### src/rtl/seg_ren_pkg.sv
package seg_ren_pkg;
  localparam int NUM_SEG   = 4;
  localparam int SEG_IDX_W = $clog2(NUM_SEG);
  typedef logic [SEG_IDX_W-1:0] seg_idx_t;
endpackage

### src/rtl/seg_fence_ctl.sv
module seg_fence_ctl
  import seg_ren_pkg::*;
#(
  parameter int LANES = 2,
  parameter int TAG_W = 5
) (
  input  logic                   clk,
  input  logic                   rst_n,
  input  logic                   fence_mode,
  input  logic                   flush,
  input  logic [LANES-1:0]       lane_valid,
  input  logic [LANES-1:0]       lane_wr,
  input  logic [LANES*TAG_W-1:0] lane_tag,
  input  logic                   cmpl_valid,
  input  logic [TAG_W-1:0]       cmpl_tag,
  output logic [LANES-1:0]       lane_ready,
  output logic [LANES-1:0]       lane_acc,
  output logic                   stall
);
  logic             stall_q;
  logic [TAG_W-1:0] wait_tag_q;
  logic             arm;
  logic [TAG_W-1:0] arm_tag;

  // A lane is refused once any earlier lane in the group loads a segment
  // while the serialising mode is on.
  always_comb begin
    logic blocked;
    blocked = 1'b0;
    arm     = 1'b0;
    arm_tag = '0;
    for (int i = 0; i < LANES; i++) begin
      lane_ready[i] = !stall_q && !flush && !blocked;
      lane_acc[i]   = lane_valid[i] && lane_ready[i];
      if (fence_mode && lane_valid[i] && lane_wr[i]) blocked = 1'b1;
      if (fence_mode && lane_acc[i] && lane_wr[i]) begin
        arm     = 1'b1;
        arm_tag = lane_tag[i*TAG_W +: TAG_W];
      end
    end
  end

  always_ff @(posedge clk or negedge rst_n) begin
    if (!rst_n) begin
      stall_q    <= 1'b0;
      wait_tag_q <= '0;
    end else if (flush) begin
      stall_q    <= 1'b0;
    end else if (arm) begin
      stall_q    <= 1'b1;
      wait_tag_q <= arm_tag;
    end else if (stall_q && cmpl_valid && (cmpl_tag == wait_tag_q)) begin
      stall_q    <= 1'b0;
    end
  end

  assign stall = stall_q;
endmodule

### src/rtl/seg_arch_file.sv
module seg_arch_file
  import seg_ren_pkg::*;
#(
  parameter int LANES = 2,
  parameter int SEG_W = 16
) (
  input  logic                       clk,
  input  logic                       rst_n,
  input  logic                       wr_en,
  input  seg_idx_t                   wr_seg,
  input  logic [SEG_W-1:0]           wr_value,
  input  logic [LANES*SEG_IDX_W-1:0] rd_seg,
  output logic [LANES*SEG_W-1:0]     rd_value,
  output logic [NUM_SEG*SEG_W-1:0]   arch_flat
);
  logic [SEG_W-1:0] regs_q [NUM_SEG];

  for (genvar s = 0; s < NUM_SEG; s++) begin : g_reg
    always_ff @(posedge clk or negedge rst_n) begin
      if (!rst_n)                                        regs_q[s] <= '0;
      else if (wr_en && (wr_seg == seg_idx_t'(s)))       regs_q[s] <= wr_value;
    end
    assign arch_flat[s*SEG_W +: SEG_W] = regs_q[s];
  end

  for (genvar i = 0; i < LANES; i++) begin : g_rd
    assign rd_value[i*SEG_W +: SEG_W] = regs_q[rd_seg[i*SEG_IDX_W +: SEG_IDX_W]];
  end
endmodule

### src/rtl/seg_alias_table.sv
module seg_alias_table
  import seg_ren_pkg::*;
#(
  parameter int LANES = 2,
  parameter int TAG_W = 5
) (
  input  logic                       clk,
  input  logic                       rst_n,
  input  logic                       flush,
  input  logic [LANES-1:0]           lane_acc,
  input  logic [LANES-1:0]           lane_wr,
  input  logic [LANES*SEG_IDX_W-1:0] lane_dst,
  input  logic [LANES*SEG_IDX_W-1:0] lane_src,
  input  logic [LANES*TAG_W-1:0]     lane_tag,
  input  logic                       ret_valid,
  input  seg_idx_t                   ret_seg,
  input  logic [TAG_W-1:0]           ret_tag,
  output logic [LANES-1:0]           src_alias,
  output logic [LANES*TAG_W-1:0]     src_tag,
  output logic [NUM_SEG-1:0]         alias_vld,
  output logic [NUM_SEG*TAG_W-1:0]   alias_tags
);
  logic [NUM_SEG-1:0] vld_q;
  logic [TAG_W-1:0]   tag_q [NUM_SEG];

  // Lookup: table state at cycle start, overridden by the youngest
  // accepted writer in a lower lane of the same group.
  always_comb begin
    for (int i = 0; i < LANES; i++) begin
      seg_idx_t         s;
      logic             hit;
      logic [TAG_W-1:0] t;
      s   = lane_src[i*SEG_IDX_W +: SEG_IDX_W];
      hit = vld_q[s];
      t   = tag_q[s];
      for (int j = 0; j < LANES; j++) begin
        if (j < i && lane_acc[j] && lane_wr[j] &&
            lane_dst[j*SEG_IDX_W +: SEG_IDX_W] == s) begin
          hit = 1'b1;
          t   = lane_tag[j*TAG_W +: TAG_W];
        end
      end
      src_alias[i]              = hit;
      src_tag[i*TAG_W +: TAG_W] = hit ? t : '0;
    end
  end

  // Update: flush wins; otherwise a matching retire releases the entry
  // and renames (in lane order, youngest last) overwrite it.
  always_ff @(posedge clk or negedge rst_n) begin
    if (!rst_n) begin
      vld_q <= '0;
      for (int s = 0; s < NUM_SEG; s++) tag_q[s] <= '0;
    end else if (flush) begin
      vld_q <= '0;
    end else begin
      if (ret_valid && vld_q[ret_seg] && (tag_q[ret_seg] == ret_tag))
        vld_q[ret_seg] <= 1'b0;
      for (int j = 0; j < LANES; j++) begin
        if (lane_acc[j] && lane_wr[j]) begin
          vld_q[lane_dst[j*SEG_IDX_W +: SEG_IDX_W]] <= 1'b1;
          tag_q[lane_dst[j*SEG_IDX_W +: SEG_IDX_W]] <= lane_tag[j*TAG_W +: TAG_W];
        end
      end
    end
  end

  assign alias_vld = vld_q;
  for (genvar s = 0; s < NUM_SEG; s++) begin : g_tags
    assign alias_tags[s*TAG_W +: TAG_W] = tag_q[s];
  end
endmodule

### src/rtl/seg_rename.sv
module seg_rename
  import seg_ren_pkg::*;
#(
  parameter int LANES = 2,
  parameter int TAG_W = 5,
  parameter int SEG_W = 16
) (
  input  logic                       clk,
  input  logic                       rst_n,
  input  logic                       fence_mode,
  input  logic                       flush,
  input  logic [LANES-1:0]           in_valid,
  output logic [LANES-1:0]           in_ready,
  input  logic [LANES*SEG_IDX_W-1:0] in_src_seg,
  input  logic [LANES-1:0]           in_wr,
  input  logic [LANES*SEG_IDX_W-1:0] in_dst_seg,
  input  logic [LANES*TAG_W-1:0]     in_tag,
  output logic [LANES-1:0]           out_valid,
  output logic [LANES-1:0]           out_alias,
  output logic [LANES*TAG_W-1:0]     out_tag,
  output logic [LANES*SEG_W-1:0]     out_value,
  input  logic                       ret_valid,
  input  logic [SEG_IDX_W-1:0]       ret_seg,
  input  logic [TAG_W-1:0]           ret_tag,
  input  logic [SEG_W-1:0]           ret_value,
  input  logic                       cmpl_valid,
  input  logic [TAG_W-1:0]           cmpl_tag,
  output logic                       fence_stall
);
  logic [LANES-1:0]           acc;
  logic [NUM_SEG-1:0]         alias_vld;
  logic [NUM_SEG*TAG_W-1:0]   alias_tags;
  logic [NUM_SEG*SEG_W-1:0]   arch_flat;

  seg_fence_ctl #(.LANES(LANES), .TAG_W(TAG_W)) u_fence (
    .clk        (clk),
    .rst_n      (rst_n),
    .fence_mode (fence_mode),
    .flush      (flush),
    .lane_valid (in_valid),
    .lane_wr    (in_wr),
    .lane_tag   (in_tag),
    .cmpl_valid (cmpl_valid),
    .cmpl_tag   (cmpl_tag),
    .lane_ready (in_ready),
    .lane_acc   (acc),
    .stall      (fence_stall)
  );

  seg_alias_table #(.LANES(LANES), .TAG_W(TAG_W)) u_table (
    .clk        (clk),
    .rst_n      (rst_n),
    .flush      (flush),
    .lane_acc   (acc),
    .lane_wr    (in_wr),
    .lane_dst   (in_dst_seg),
    .lane_src   (in_src_seg),
    .lane_tag   (in_tag),
    .ret_valid  (ret_valid),
    .ret_seg    (ret_seg),
    .ret_tag    (ret_tag),
    .src_alias  (out_alias),
    .src_tag    (out_tag),
    .alias_vld  (alias_vld),
    .alias_tags (alias_tags)
  );

  seg_arch_file #(.LANES(LANES), .SEG_W(SEG_W)) u_arch (
    .clk       (clk),
    .rst_n     (rst_n),
    .wr_en     (ret_valid),
    .wr_seg    (ret_seg),
    .wr_value  (ret_value),
    .rd_seg    (in_src_seg),
    .rd_value  (out_value),
    .arch_flat (arch_flat)
  );

  assign out_valid = acc;
endmodule

### config.mk
export PLATFORM = sky130hd
export DESIGN_NAME = seg_rename
export DESIGN_NICKNAME = d
export VERILOG_FILES = /design/src/rtl/seg_ren_pkg.sv /design/src/rtl/seg_fence_ctl.sv /design/src/rtl/seg_arch_file.sv /design/src/rtl/seg_alias_table.sv /design/src/rtl/seg_rename.sv
export SDC_FILE = /design/constraint.sdc
export NUM_CORES = 1
export LEC_CHECK = 0
export ABC_CLOCK_PERIOD_IN_PS = 1500
export BUFFER_PORTS_ARGS = -buffer_cell sky130_fd_sc_hd__buf_2
export CAP_MARGIN = 5
export CORE_UTILIZATION = 50
export CTS_CLUSTER_SIZE = 28
export DETAILED_ROUTE_END_ITERATION = 7
export PLACE_DENSITY_LB_ADDON = 0.08
export SLEW_MARGIN = 20
export SYNTH_ARGS = -nofsm -noshare
export SYNTH_HDL_FRONTEND = slang
export SYNTH_SLANG_ARGS = --single-unit
### constraint.sdc
create_clock -name clk -period 1.5 [get_ports clk]
set_input_delay 0.15 -clock clk [delete_from_list [all_inputs] [get_ports clk]]
set_output_delay 0.15 -clock clk [all_outputs]
set_load 0.01 [all_outputs]
# --- Word level (Yosys, flattened, before mapping) ---
# Cells that the tools add are included.
classes:
  n_addsub: 0
  n_mul: 0
  div_mod_pow: 0
  order_cmp: 15
  n_eq_ne: 6
  shifts: 0
  muxes: 54
  n_bitwise: 10
  reduce_logical: 32
op_table:
  columns: ["op", "count"]
  rows:
  - ["5-bit 2-to-1 mux", 13]
  - ["16-bit binary-select mux with 2-bit select", 2]
  - ["16-bit 2-to-1 mux", 4]
  - ["20-bit 2-to-1 mux", 3]
  - ["20-bit bitwise mux", 2]
  - ["5-bit binary-select mux with 2-bit select", 3]
  - ["1-bit logical AND", 26]
  - ["4-bit 2-to-1 mux", 6]
  - ["5-bit demux with 2-bit select", 2]
  - ["3-bit greater-or-equal comparator, second input constant", 5]
  - ["2-bit by 3-bit < comparator with 1-bit output, second input constant", 5]
  - ["2-bit inverter with 3-bit output", 5]
  - ["1-bit 2-to-1 mux", 13]
  - ["5-bit equality test", 2]
  - ["4-bit bitwise OR", 2]
  - ["1-bit binary-select mux with 2-bit select", 3]
  - ["1-bit demux with 2-bit select", 3]
  - ["2-bit by 1-bit greater-or-equal comparator with 1-bit output, second input constant", 3]
  - ["3-bit by 1-bit < comparator with 1-bit output, second input constant", 2]
  - ["4-bit bitwise AND", 1]
  - ["2-bit equality test, second input constant", 2]
  - ["4-bit inverter", 1]
  - ["1-bit zero test", 3]
  - ["3-bit nonzero test", 1]
  - ["5 further kinds", 5]
totals:
  ff_bits: 94
  latchBits: 0
  ram_bits: 0
  mem_bits_ro: 0
  in_bits: 56
  out_inout_bits: 49
  word_cells: 128
  n_memories: 0

# --- Logic depth before layout (Yosys ltp) ---
depth:
  depth_word: 14
  ltp_mapped: 6
  ltp_nobuf: 5

# --- Cells and area by module ---
# Synthesis repeated with hierarchy kept, for this count alone.
unflattened:
  cells_unflattened: 410
  area_unflattened_um2: 5479.0
by_module_without_submodules:
  columns: ["module", "instances", "cells_each", "area_each_um2"]
  rows:
  - ["seg_arch_file", 1, 176, 3174.3]
  - ["seg_alias_table", 1, 186, 1893.1]
  - ["seg_fence_ctl", 1, 48, 411.6]

# --- Least setup slack after synthesis ---
# Ideal clock, no wire load.
synth_timing:
  path_type: "register -> output"
  start: "register u_fence.stall_q (netlist: u_fence.stall)"
  end: "output port out_tag[5]"
  t_arrival_ns: 1.655
  required_ns: 1.350
  slack_ns: -0.305
  stages_incl_launch_ff: 6
  cell_sequence: "dfrtp_1 nor2_1 nand3_1 nor3_1 nand2b_1 o21ai_0"
synth_via:
  elab_chain_cells: 7
  word_cells_on_any_way: 8
  classes_between: "mux (3); reduce/logical (5)"
synth_rtl:
  columns: ["item", "line", "source"]
  rows:
  - ["from (decl)", "seg_fence_ctl.sv:20", "logic stall_q;"]
  - ["from (signal assigned)", "seg_fence_ctl.sv:45", "stall_q <= 1'b0;"]
  - ["from (signal assigned)", "seg_fence_ctl.sv:48", "stall_q <= 1'b0;"]
  - ["from (signal assigned)", "seg_fence_ctl.sv:50", "stall_q <= 1'b1;"]
  - ["1-bit zero test (*)", "seg_fence_ctl.sv:33", "lane_ready[i] = !stall_q && !flush && !blocked;"]
  - ["1-bit logical AND (*)", "seg_fence_ctl.sv:33", null]
  - ["net in_ready[0]", "seg_rename.sv:13", "output logic [LANES-1:0] in_ready,"]
  - ["1-bit logical AND (*)", "seg_fence_ctl.sv:34", "lane_acc[i] = lane_valid[i] && lane_ready[i];"]
  - ["1-bit logical AND (*) (2 in series)", "seg_alias_table.sv:37", "if (j < i && lane_acc[j] && lane_wr[j] &&"]
  - ["5-bit 2-to-1 mux / 1-bit 2-to-1 mux (equally long branches)", "seg_alias_table.sv:37", null]
  - ["5-bit 2-to-1 mux (*)", "seg_alias_table.sv:44", "src_tag[i*TAG_W +: TAG_W] = hit ? t : '0;"]
  - ["to (decl)", "seg_rename.sv:20", "output logic [LANES*TAG_W-1:0] out_tag,"]
# The timed path passes the listed nets; every way through them passes the cells marked *.

# --- Final worst setup path ---
layout_timing:
  start: "register u_table.vld_q[3] (netlist: u_table.alias_vld[3])"
  end: "output port out_tag[3]"
layout_via:
  elab_chain_cells: 3
layout_rtl:
  columns: ["item", "line", "source"]
  rows:
  - ["from (decl)", "seg_alias_table.sv:23", "logic [NUM_SEG-1:0] vld_q;"]
  - ["from (signal assigned)", "seg_alias_table.sv:52", "vld_q <= '0;"]
  - ["from (signal assigned)", "seg_alias_table.sv:55", "vld_q <= '0;"]
  - ["from (signal, indexed assignment)", "seg_alias_table.sv:58", "vld_q[ret_seg] <= 1'b0;"]
  - ["1-bit binary-select mux with 2-bit select", "seg_alias_table.sv:34", "hit = vld_q[s];"]
  - ["1-bit 2-to-1 mux (implied by the code)", "seg_alias_table.sv:34", null]
  - ["5-bit 2-to-1 mux", "seg_alias_table.sv:44", null]
# Every way passes these cells. The select of a mux whose other input is x is not followed.

==> impl_metrics.py <==
metrics = {
    "drt": {
        "wl_um": 13800,
        "drt_pass1_iterations": 6,
        "drtIter0Drc": 207,
        "vias_per_cell": 5.78,
        "ant_nets": 0,
        "remaining_drc_errors": 0,
        "wl_per_cell_um": 20.0,
        "dr_total_vias": 3997,
    },
    "status": {
        "status": "finished, violations left",
        "violations": "negative setup slack",
    },
    "cts": {
        "root_buffer": "clkbuf_8",
        "h-tree-depth": 3,
        "tritoncts": "built",
        "insertion_delay_ps": 360,
        "ctsLongestPathBuffers": 2,
        "cts.reportedPaths.clkPinSlew_ps": 100,
        "cts.sinks": 94,
        "cts_inserted_buffers": 9,
    },
    "setup_path": {
        "start_kind": "flip-flop",
        "cp.arrival_ps": 1660,
        "cp_max_fo": 6,
        "crit_type": "flip-flop to output port",
        "r2r-start": "u_table.alias_tags[11]$_DFFE_PN0N_",
        "r2r_slack_ps": -220,
        "r2r-end": "u_table.alias_vld[0]$_DFF_PN0_",
        "crit_path_end_kind": "output port",
        "rr_worst_depth": 6,
        "required_ps": 1350,
    },
    "power": {
        "swShare_pct": 29.6,
        "leakagePower_nw": 3.21,
        "seq_power_share_pct": 43.0,
        "p_int_mw": 5.62,
        "p_sw_mw": 2.36,
        "power.clock.fraction_pct": 23.4,
        "peakVddDrop_mv": 0.621,
        "combinationalPowerShare_pct": 33.6,
        "p_per_area_mw_per_mm2": 1130,
    },
    "grt": {
        "antenna_found_initial": 0,
        "grt_pass1_wl_um": 21900,
        "grt_usage_pct": 26.5,
        "grt_max_degree": 95,
        "grt_overflow_total": 0,
        "first_global_vias": 4019,
    },
    "synth": {
        "synth_edf_count": 0,
        "synth_simple_gate_area_share_pct": 6.90,
        "yosysTopAreaCell": "dfrtp_1",
        "avgSynthCellArea_um2": 13.4,
        "synth_mux_area_share_pct": 39.5,
        "synth-async-reset-ratio_pct": 100,
        "synth_cell_types": 33,
        "synth-adder-area-share_pct": 0,
        "syn-num-nets": 452,
        "synth_top_area_share_pct": 44.4,
        "synthCells": 396,
        "synth_top_cells_by_area": "dfrtp_1, mux4_2, mux2_2",
        "synth_top_family_by_area": "multiplexers",
        "yosysSeqAreaShare_pct": 44.4,
        "synth-seq-cells": 94,
        "netlist_area_mm2": 0.00529,
        "synth_ff_type": "dfrtp_1",
        "ys_warn_count": 0,
        "synth-compound-area-share_pct": 4.23,
        "synth-xor-area-share_pct": 2.32,
    },
    "worst_hold_path": {
        "hold_path.class": "primary input to flip-flop",
        "min_path_cells": 2,
        "hold_start": "ret_value[3]",
        "whs_endpoint": "u_arch.arch_flat[3]$_DFFE_PN0P_",
    },
    "floorplan": {
        "row_count": 37,
        "ios": 105,
        "dieArea_mm2": 0.0110,
        "core_area_mm2": 0.0103,
        "die_y_um": 105,
        "die_x_um": 105,
        "initial_core_util_pct": 51.5,
    },
    "timing": {
        "finClkSkew_ps": 6.85,
        "worstMarginPinSlew_ps": 518,
        "rsz0062_at_grt": "yes",
        "finalSetupViolCount": 72,
        "max_freq_ghz": 0.551,
        "finalMaxSlewViolations": 0,
        "relSlewSlack_pct": 65.5,
        "finalHoldViolations": 0,
        "fin_ws_ps": -315,
        "fin_crit_sh_pct": 121,
        "fin_crit_ps": 1810,
    },
    "place": {
        "place_congestion": 0.828,
        "place_area_mm2": 0.00644,
        "port_buffers": 104,
        "dpl.hpwl_um": 9620,
        "post-place-ws_ps": -225,
    },
    "final_layout": {
        "insertedDiodeCount": 0,
        "syn_to_final_growth_pct": 33.9,
        "nNetsFinal": 607,
        "drive_above_1_share_pct": 59.6,
        "seqCellArea_mm2": 0.00235,
        "stdcell_area_mm2": 0.00709,
        "nFillCells": 791,
        "multi_input_area_mm2": 0.00299,
    },
    "run": {
        "drv_cap": 0,
    },
}
[flip-flops by register name, summed over array words and instances (netlist names)]
| name | flops |
|---|---|
| u_fence.wait_tag_q | 5 |
| u_fence.stall | 1 |
| u_table.alias_tags | 20 |
| u_arch.arch_flat | 64 |
| u_table.alias_vld | 4 |
[cell type report]
type | count | area share [%]
Sequential cell | 94 | 33.2
Tap cell | 136 | 2.40
Clock inverter | 6 | 1.34
Clock buffer | 9 | 1.75
Multi-Input combinational cell | 271 | 42.2
Timing Repair Buffer | 168 | 18.7
Inverter | 7 | 0.371
[worst max path at each step]
stage                                                   from                             end  depth (start not counted)
after detailed placement                          ret_seg[0]  u_table.alias_vld[1]$_DFF_PN0_                          6
after floorplan           u_table.alias_tags[16]$_DFFE_PN0N_  u_table.alias_vld[1]$_DFF_PN0_                          5
after global placement                            ret_seg[0]  u_table.alias_vld[1]$_DFF_PN0_                          6
after CTS                     u_table.alias_vld[3]$_DFF_PN0_                      out_tag[0]                          3
final                         u_table.alias_vld[3]$_DFF_PN0_                      out_tag[3]                          3
after global routing               u_fence.stall$_DFFE_PN0P_                      out_tag[6]                          7
[logic make-up after synthesis]
family | count (synthesis)
AO/OA/AOI/OAI | 40
XOR/XNOR | 14
buffers and inverters | 31
flip-flops | 94
multiplexers | 142
AND/OR/NAND/NOR | 75
[power groups by stage]
stage          clock [mW]  sequential [mW]  combinational [mW]
2_1_floorplan           0             3.38                1.47
3_3_place_gp            0             3.42                2.31
3_5_place_dp            0             3.47                2.35
4_1_cts              1.92             3.42                2.53
5_1_grt              2.02             3.50                2.87
6_report             1.87             3.43                2.68
[through the flow]
stage	TNS, ps	instances	util [%]	total power [mW]	hold WS [ps]
finish	-8120	691	69.0	7.99	61.8
detailed placement	-2360	666	62.7	5.83	248
CTS	-8040	686	66.9	7.87	43.9
global route	-12440	691	69.0	8.39	48.7
floorplan	-253	396	-	4.85	-146
global placement	-1660	666	62.7	5.74	245
[what timing repair did]
item	in CTS	in global routing
pin swaps	20	9
resized for setup	48	39
hold buffers	1	0
gates cloned	0	0
setup endpoints to repair	75	75
buffers inserted	4	5
hold endpoints to repair	94	0
[synth_stat cells, types with 2 or more instances]
cell,n
nor3b_1,2
a21oi_1,13
xor2_1,8
buf_2,10
dfrtp_1,94
nor3_1,3
nor2_1,17
nand3b_1,3
nand2b_1,2
nand3_1,9
and2_1,8
mux2i_1,31
nand2_1,24
mux4_2,46
or2_2,2
nand4_1,2
mux2_2,64
xnor2_1,6
o21ai_0,20
inv_1,7
a31oi_1,2
clkbuf_1,12
[routing by layer]
metal / vias up / GRT usage, % / wire length, um / share of wire [%]
li1: 1800 / - / - / -
met5: - / 0 / 0 / 0
met1: 2050 / 40.1 / 6080 / 44
met2: 131 / 40.3 / 6770 / 49
met4: 0 / 8.05 / 169 / 1.2
met3: 16 / 3.43 / 780 / 5.7
[placed cells by master, fill, tap and decap left out, types with 2 or more instances in the layout]
master and n:
a31oi_1 2, a21oi_1 13, nand3b_1 3, nand3_1 8, buf_12 8, and2_4 6
mux4_2 47, o21ai_1 20, nand4_1 2, nor2_4 5, nand2_2 5, nor2_1 9
xor2_1 8, xnor2_1 3, buf_4 46, nor2_2 3, clkinv_4 3, buf_6 39
and2_1 2, xnor2_2 3, inv_1 7, nor3b_2 2, dfrtp_1 93, mux2_2 64
mux2i_1 30, nand2_1 18, buf_2 74, bufinv_16 2, nor3_4 3, clkbuf_8 9
[worst max-delay path, stage by stage (launching register included)]
cell and delay (ps):
dfrtp_1 400, mux4_2 610, and2_4 190, buf_6 110
Power figures use the tool's default switching activity.
